--- src/rtl/xcvr_pkg.sv ---
package xcvr_pkg;

  typedef enum logic [1:0] {
    ST_PASS    = 2'd0,
    ST_HOLD    = 2'd1,
    ST_CAPTURE = 2'd2
  } store_mode_e;

  function automatic store_mode_e mode_of(input logic le, input logic fall);
    if (le)        return ST_PASS;
    else if (fall) return ST_CAPTURE;
    else           return ST_HOLD;
  endfunction

endpackage

--- src/rtl/xcvr_edge.sv ---
module xcvr_edge (
  input  logic clk_i,
  input  logic rst_ni,
  input  logic lvl_i,
  output logic fall_o
);
  logic lvl_q;

  always_ff @(posedge clk_i or negedge rst_ni) begin
    if (!rst_ni) lvl_q <= 1'b0;
    else         lvl_q <= lvl_i;
  end

  assign fall_o = lvl_q & ~lvl_i;
endmodule

--- src/rtl/xcvr_store.sv ---
module xcvr_store
  import xcvr_pkg::*;
#(
  parameter int W = 18
) (
  input  logic         clk_i,
  input  logic         rst_ni,
  input  logic         le_i,
  input  logic         pclk_i,
  input  logic [W-1:0] din_i,
  output logic [W-1:0] dout_o
);
  logic         fall;
  logic [W-1:0] data_q;
  store_mode_e  mode;

  xcvr_edge u_edge (
    .clk_i (clk_i),
    .rst_ni(rst_ni),
    .lvl_i (pclk_i),
    .fall_o(fall)
  );

  assign mode = mode_of(le_i, fall);

  always_ff @(posedge clk_i or negedge rst_ni) begin
    if (!rst_ni) begin
      data_q <= '0;
    end else begin
      unique case (mode)
        ST_PASS, ST_CAPTURE: data_q <= din_i;
        default:             data_q <= data_q;
      endcase
    end
  end

  // transparent mode bypasses the register
  assign dout_o = (mode == ST_PASS) ? din_i : data_q;
endmodule

--- src/rtl/xcvr_port.sv ---
module xcvr_port #(
  parameter int W = 18
) (
  input  logic         clk_i,
  input  logic         rst_ni,
  input  logic         drv_en_i,
  input  logic [W-1:0] drv_val_i,
  input  logic         ext_en_i,
  input  logic [W-1:0] ext_val_i,
  output logic [W-1:0] pad_o,
  output logic [W-1:0] src_o
);
  logic [W-1:0] hold_q;

  // level seen by the opposite path: excludes own drive to avoid a loop
  assign src_o = ext_en_i ? ext_val_i : hold_q;
  assign pad_o = drv_en_i ? drv_val_i : src_o;

  always_ff @(posedge clk_i or negedge rst_ni) begin
    if (!rst_ni) hold_q <= '0;
    else         hold_q <= pad_o;
  end
endmodule

--- src/rtl/bus_xcvr.sv ---
module bus_xcvr #(
  parameter int W          = 18,
  parameter bit AB_OE_HIGH = 1'b1,
  parameter bit BA_OE_HIGH = 1'b0
) (
  input  logic         clk_i,
  input  logic         rst_ni,
  input  logic         ab_le_i,
  input  logic         ab_clk_i,
  input  logic         ab_oe_i,
  input  logic         ba_le_i,
  input  logic         ba_clk_i,
  input  logic         ba_oe_ni,
  input  logic [W-1:0] a_ext_i,
  input  logic         a_ext_en_i,
  input  logic [W-1:0] b_ext_i,
  input  logic         b_ext_en_i,
  output logic [W-1:0] a_pad_o,
  output logic         a_drv_o,
  output logic [W-1:0] b_pad_o,
  output logic         b_drv_o,
  output logic         conflict_o
);
  localparam int NDIR = 2;
  localparam bit [NDIR-1:0] OE_HIGH = {BA_OE_HIGH, AB_OE_HIGH};

  // index 0: A to B, index 1: B to A
  logic [NDIR-1:0]        le, pclk, oe_raw, en;
  logic [NDIR-1:0][W-1:0] src, dout;
  // port index 0: A, 1: B
  logic [NDIR-1:0]        ext_en;
  logic [NDIR-1:0][W-1:0] ext_val, pad, psrc;

  assign le      = {ba_le_i, ab_le_i};
  assign pclk    = {ba_clk_i, ab_clk_i};
  assign oe_raw  = {ba_oe_ni, ab_oe_i};
  assign ext_en  = {b_ext_en_i, a_ext_en_i};
  assign ext_val = {b_ext_i, a_ext_i};

  for (genvar d = 0; d < NDIR; d++) begin : g_dir
    if (OE_HIGH[d]) begin : g_hi
      assign en[d] = oe_raw[d];
    end else begin : g_lo
      assign en[d] = ~oe_raw[d];
    end

    // path d reads port d and drives port 1-d
    assign src[d] = psrc[d];

    xcvr_store #(.W(W)) u_store (
      .clk_i (clk_i),
      .rst_ni(rst_ni),
      .le_i  (le[d]),
      .pclk_i(pclk[d]),
      .din_i (src[d]),
      .dout_o(dout[d])
    );

    xcvr_port #(.W(W)) u_port (
      .clk_i    (clk_i),
      .rst_ni   (rst_ni),
      .drv_en_i (en[NDIR-1-d]),
      .drv_val_i(dout[NDIR-1-d]),
      .ext_en_i (ext_en[d]),
      .ext_val_i(ext_val[d]),
      .pad_o    (pad[d]),
      .src_o    (psrc[d])
    );
  end

  assign a_pad_o    = pad[0];
  assign b_pad_o    = pad[1];
  assign a_drv_o    = en[1];
  assign b_drv_o    = en[0];
  assign conflict_o = &en;
endmodule

--- config.mk ---
export PLATFORM = sky130hd
export DESIGN_NAME = bus_xcvr
export DESIGN_NICKNAME = d
export VERILOG_FILES = /design/src/rtl/xcvr_pkg.sv /design/src/rtl/xcvr_edge.sv /design/src/rtl/xcvr_store.sv /design/src/rtl/xcvr_port.sv /design/src/rtl/bus_xcvr.sv
export SDC_FILE = /design/constraint.sdc
export NUM_CORES = 1
export LEC_CHECK = 0
export CORE_MARGIN = 2
export CORE_UTILIZATION = 54
export CTS_CLUSTER_DIAMETER = 120
export CTS_CLUSTER_SIZE = 28
export DETAILED_ROUTE_END_ITERATION = 10
export PLACE_DENSITY = 0.88
export SETUP_SLACK_MARGIN = 0.2
export SLEW_MARGIN = 20
export SYNTH_ARGS = -nofsm -noshare
export SYNTH_HDL_FRONTEND = slang
export SYNTH_SLANG_ARGS = --single-unit
export TNS_END_PERCENT = 1
--- constraint.sdc ---
create_clock -name clk_i -period 3.9 [get_ports clk_i]
set_input_delay 0.39 -clock clk_i [delete_from_list [all_inputs] [get_ports clk_i]]
set_output_delay 0.39 -clock clk_i [all_outputs]
set_load 0.02 [all_outputs]
Yosys cells after proc, flatten, opt, wreduce, memory -nomap -nowiden
Cells that the tools add are included.
- register bits after elaboration: 74
- input bits: 46
- output and inout port bits: 39
- word-level logic and storage cells: 28
- eq/ne operators: 2
- mux-type cells: 10
- bitwise operators: 5
- reductions and logical operators: 5
- operator list (cell ; count):
    18-bit 2-to-1 mux ; 6
    2-bit 2-to-1 mux ; 4
    2-bit == test (second input constant) ; 2
    2-bit logical NOT ; 2
    2-bit OR reduction ; 2
    1-bit inverter ; 3
    1-bit AND ; 2
    2-bit AND reduction ; 1

Depth between registers and ports, before layout
- depth in word-level cells: 7
- gate-level depth with buffers: 5
- mapped depth without buffers: 3

By module
A second synthesis with hierarchy kept.
- cells, all modules: 239
- area total of the unflattened synthesis: 3868.7 µm²
- modules (own cells, without submodules) (module ; times used ; cells each ; area each (µm²) ; seq. area each (µm²)):
    xcvr_store ; 2 ; 58 ; 952.2 ; 450.4
    xcvr_port ; 2 ; 58 ; 934.6 ; 450.4
    xcvr_edge ; 2 ; 2 ; 38.8 ; 25.0
    bus_xcvr ; 1 ; 3 ; 17.5 ; 0.0

Worst setup path after synthesis
Ideal clock, no wire load.
- kind: input -> output
- start: in ab_le_i
- end: out b_pad_o[10]
- arrival: 1314 ps
- required time: 3510 ps
- setup slack: 2196 ps
- cell stages on the path: 5
- buffers on the path: 2
- cell sequence: buf_4 clkinv_1 buf_2 nor2_1 o22ai_1
- cells in the longest elaborated chain, start to end: 4
- ends and longest elaborated chain (element ; RTL line ; text):
    start, declared ; bus_xcvr.sv:8 ; input logic ab_le_i,
    2-bit 2-to-1 mux ; xcvr_pkg.sv:10 ; if (le) return ST_PASS;
    2-bit logical NOT ; xcvr_store.sv:38 ; assign dout_o = (mode == ST_PASS) ? din_i : data_q;
    18-bit 2-to-1 mux ; xcvr_store.sv:38 ;
    18-bit 2-to-1 mux ; xcvr_port.sv:17 ; assign pad_o = drv_en_i ? drv_val_i : src_o;
    end, declared ; bus_xcvr.sv:20 ; output logic [W-1:0] b_pad_o,
No other way between the ends.

Final worst setup path
- start: in ab_le_i
- end: out b_pad_o[0]
The elaborated chain is that of the path after synthesis.

==> summary.txt <==
Clocking
  – Largest buffer count on any clock path: 2
  – Count of buffers added by post-CTS timing repair for setup: 0
  – Cell at the root of the clock tree: clkbuf_8
  – TritonCTS clock tree: yes
  – Resized cells post-CTS: 0
  – Number of hold buffers added after cts: 0
  – Level count of the clock H-tree: 3
  – TritonCTS Buffers: 9
  – Latest clock arrival within the worst-skew pair: 0.34 ns
  – Num Clock Sinks: 74
  – Clock-pin transition on the worst setup and hold timing paths: 0.07 ns

Placement
  – DP HPWL: 5381 µm
  – Area of placed instances: 0.004417 mm²
  – Final weighted congestion in routability-driven placement: 0.7875
  – IO buf count: 84
  – Placed insts: 448
  – Worst slack after detailed placement: 0.9069 ns

Worst setup path
  – Max stage delay on crit path: 0.57 ns
  – Worst Path Required: 3.51 ns
  – Data arrival time of the critical path: 2.68 ns
  – Kind of end point of the critical path: primary output
  – Library cell contributing the largest single delay on the critical path: clkdlybuf4s50_1
  – Logic depth of the worst register-to-register path: 2
  – Kind of cell with the highest combined delay on the critical path: buffers and inverters
  – Cell breakdown of the critical path: clkdlybuf4s50_1, buf_4, clkinv_1, nor2_1, o22ai_1, clkdlybuf4s50_1
  – Launching element type of the critical path: input pin
  – Worst reg2reg startpoint: g_dir[0].u_store.u_edge.lvl_q
  – Slack of the worst reg-to-reg path: 2.32 ns
  – Worst path most repeated cell: clkdlybuf4s50_1
  – Critical path class: in2out
  – CP Max Fanout: 20
  – Endpoint of the lowest-slack register-to-register path: g_dir[0].u_store.data_q[1]
  – Critical path buffer and inverter count: 4

STA
  – Number of failing hold endpoints at the final stage: 0
  – Smallest hold slack: 0.1735 ns
  – Final-layout setup total negative slack: 0 ns
  – Final worst-path setup slack: 0.8287 ns
  – Slew at the pin with the worst max-slew slack: 0.9042 ns
  – Final count of pins violating max slew: 0
  – Setup repair after global routing missed its margin: false
  – Count of endpoints failing setup in the final report: 0
  – Worst rel slew slack: 39.72%
  – Worst-case clock skew: 0.007836 ns
  – Maximum achievable frequency: 325.6 MHz
  – Final clock period utilization by the worst path: 78.75%
  – Minimum period implied by the final worst setup slack: 3.071 ns

Die
  – Floorplan die width: 85.48 µm
  – DIE HEIGHT: 85.48 µm
  – Count of standard-cell rows: 29
  – Die area: 0.007306 mm²
  – Ports: 85
  – Area of the core: 0.006386 mm²
  – Starting density of the core: 56.13%

Synthesis
  – Share of the synthesized netlist area taken by xor and xnor gates: 0%
  – Fraction of synthesized area in multiplexers: 23.46%
  – Post-synthesis share of cell area spent on full adders, half adders and majority gates: 0%
  – Sequential share of the synthesized area: 51.66%
  – Post-synthesis cell area: 0.003585 mm²
  – Share of async-settable or async-resettable flops after synthesis: 100.0%
  – Top FF cell, synth: dfrtp_1
  – Most frequent cell after synthesis: dfrtp_1
  – Library cells used by synthesis: 21
  – Number of enable-type register cells in the synthesized netlist: 0
  – Cell type contributing the most total cell area after synthesis: dfrtp_1
  – Main combinational cell family by area after synthesis: multiplexers
  – Mapped Nets: 348
  – Share of the synthesized area in compound gates (AO/OA/AOI/OAI): 14.00%
  – Top post-synthesis cells by area: dfrtp_1 (52%), mux2i_1 (10%), mux2_4 (8.4%)
  – Number of synthesis warnings: 0
  – Synth Area in Simple Gates: 3.944%
  – Synth top cells by count: dfrtp_1 (74), mux2i_1 (36), nor2_1 (36)
  – Number of cells produced by synthesis: 302
  – FF+latch count, synth: 74
  – Avg Cell Area, Syn: 11.87 µm²
  – Area share of the largest cell type after synthesis: 51.66%

Power
  – Cell Pwr Density: 445.4 mW/mm²
  – IR Drop Worst-Case VDD: 0.2682 mV
  – Reported leakage power: 2.136 nW

Routing
  – Wirelength per Cell: 18.34 µm
  – Detailed router's first-iteration violation count: 160
  – Total vias in the final route: 2643
  – Residual DRC: 0
  – Average vias per placed instance: 5.708
  – Post-detailed-routing wire length: 8491 µm
  – TritonRoute pass-1 iters: 4
  – DRT antenna net count: 0

Final layout
  – Final cell count without fillers: 463
  – Final nets: 428
  – Layout-stage area growth over the synthesis result: 28.38%
  – Finished layout cell area: 0.004602 mm²
  – Antenna diode count: 0
  – Fraction of layout instances using a drive strength above 1: 17.10%
  – Final-layout fill cell count: 434

Run
  – Number of max-cap violations: 0

Global routing
  – Overall global routing resource usage: 24.72%
  – Pin count of the biggest net entering global routing: 75
  – Overflow after GRT: 0
  – Initial antenna violation count: 0
  – Wire length of the first global-routing pass: 13940 µm
  – Vias in the first global route: 2872

Run status
  – Result of the run: finished clean

Worst hold path
  – Worst Hold Class: in2async
## stage by stage
stage,util [%],power [W]
final,72.06,0.002050
after global routing,72.06,0.002142
after CTS,72.06,0.002058
after detailed placement,69.16,0.001488
after global placement,69.16,0.001465
after floorplan,-,0.001264
## report_power, final
| part | switching (W) | internal (W) | total, W |
|---|---|---|---|
| combinational | 0.000275 | 0.000274 | 0.000550 |
| sequential | 0.0000485 | 0.000881 | 0.000929 |
| clock | 0.000263 | 0.000308 | 0.000571 |
| total | 0.000586 | 0.00146 | 0.00205 |
## worst max path at each step
stage	start	endpoint	slack [ns]	cells after the start
3_3_place_gp	ab_le_i	b_pad_o[0]	0.96	6
5_1_grt	ab_le_i	b_pad_o[0]	0.70	6
2_1_floorplan	ab_le_i	b_pad_o[10]	2.20	5
6_report	ab_le_i	b_pad_o[0]	0.83	6
3_5_place_dp	ab_le_i	b_pad_o[4]	0.91	6
4_1_cts	ab_le_i	b_pad_o[3]	0.85	6
## cells in the final DEF, fill, tap and decap left out
master / netlist / final
clkdlybuf4s50_1: 0 / 83
dfrtp_1: 74 / 74
nor2_1: 36 / 36
mux2i_1: 36 / 36
inv_1: 21 / 21
mux2_4: 20 / 20
o21ai_0: 18 / 18
o22ai_1: 18 / 18
a211oi_1: 18 / 18
mux2_2: 16 / 16
a21o_1: 12 / 12
clkbuf_8: 0 / 10
buf_4: 3 / 9
a21o_2: 6 / 6
clkinv_2: 0 / 2
clkbuf_1: 8 / 2
clkinv_1: 1 / 1
nor2b_1: 1 / 1
a21oi_4: 1 / 1
a21oi_2: 0 / 1
bufinv_16: 0 / 1
## per-layer routing
| layer | GRT usage [%] | vias to the layer above | part of all wire [%] | routed length [µm] |
|---|---|---|---|---|
| li1 | - | 1216 | - | - |
| met1 | 29.75 | 1320 | 40 | 3410 |
| met2 | 43.96 | 89 | 53 | 4482 |
| met3 | 3.405 | 18 | 4.9 | 414 |
| met4 | 11.11 | 0 | 2.2 | 184 |
| met5 | 0 | - | 0 | 0 |
## area by class of cell
class,instances,area (µm²),area share [%]
Clock inverter,3,40.04,0.8700
Sequential cell,74,1852,40.24
Inverter,22,82.58,1.794
Clock buffer,12,145.1,3.154
Multi-Input combinational cell,183,1488,32.33
Tap cell,77,96.34,2.094
Timing Repair Buffer,92,898.4,19.52
## sequential cells by signal, indices dropped and copies added, names as in the netlist
| register | count |
|---|---|
| g_dir.u_port.hold_q | 36 |
| g_dir.u_store.u_edge.lvl_q | 2 |
| g_dir.u_store.data_q | 36 |
## kinds of logic (layout without fill, tap and decap cells)
logic type	count (synthesis)	count (layout)
AND/OR/NAND/NOR	37	37
AO/OA/AOI/OAI	74	74
multiplexers	72	72
flip-flops	74	74
buffers and inverters	45	129
Note: power is estimated with default switching activity, not from simulation.
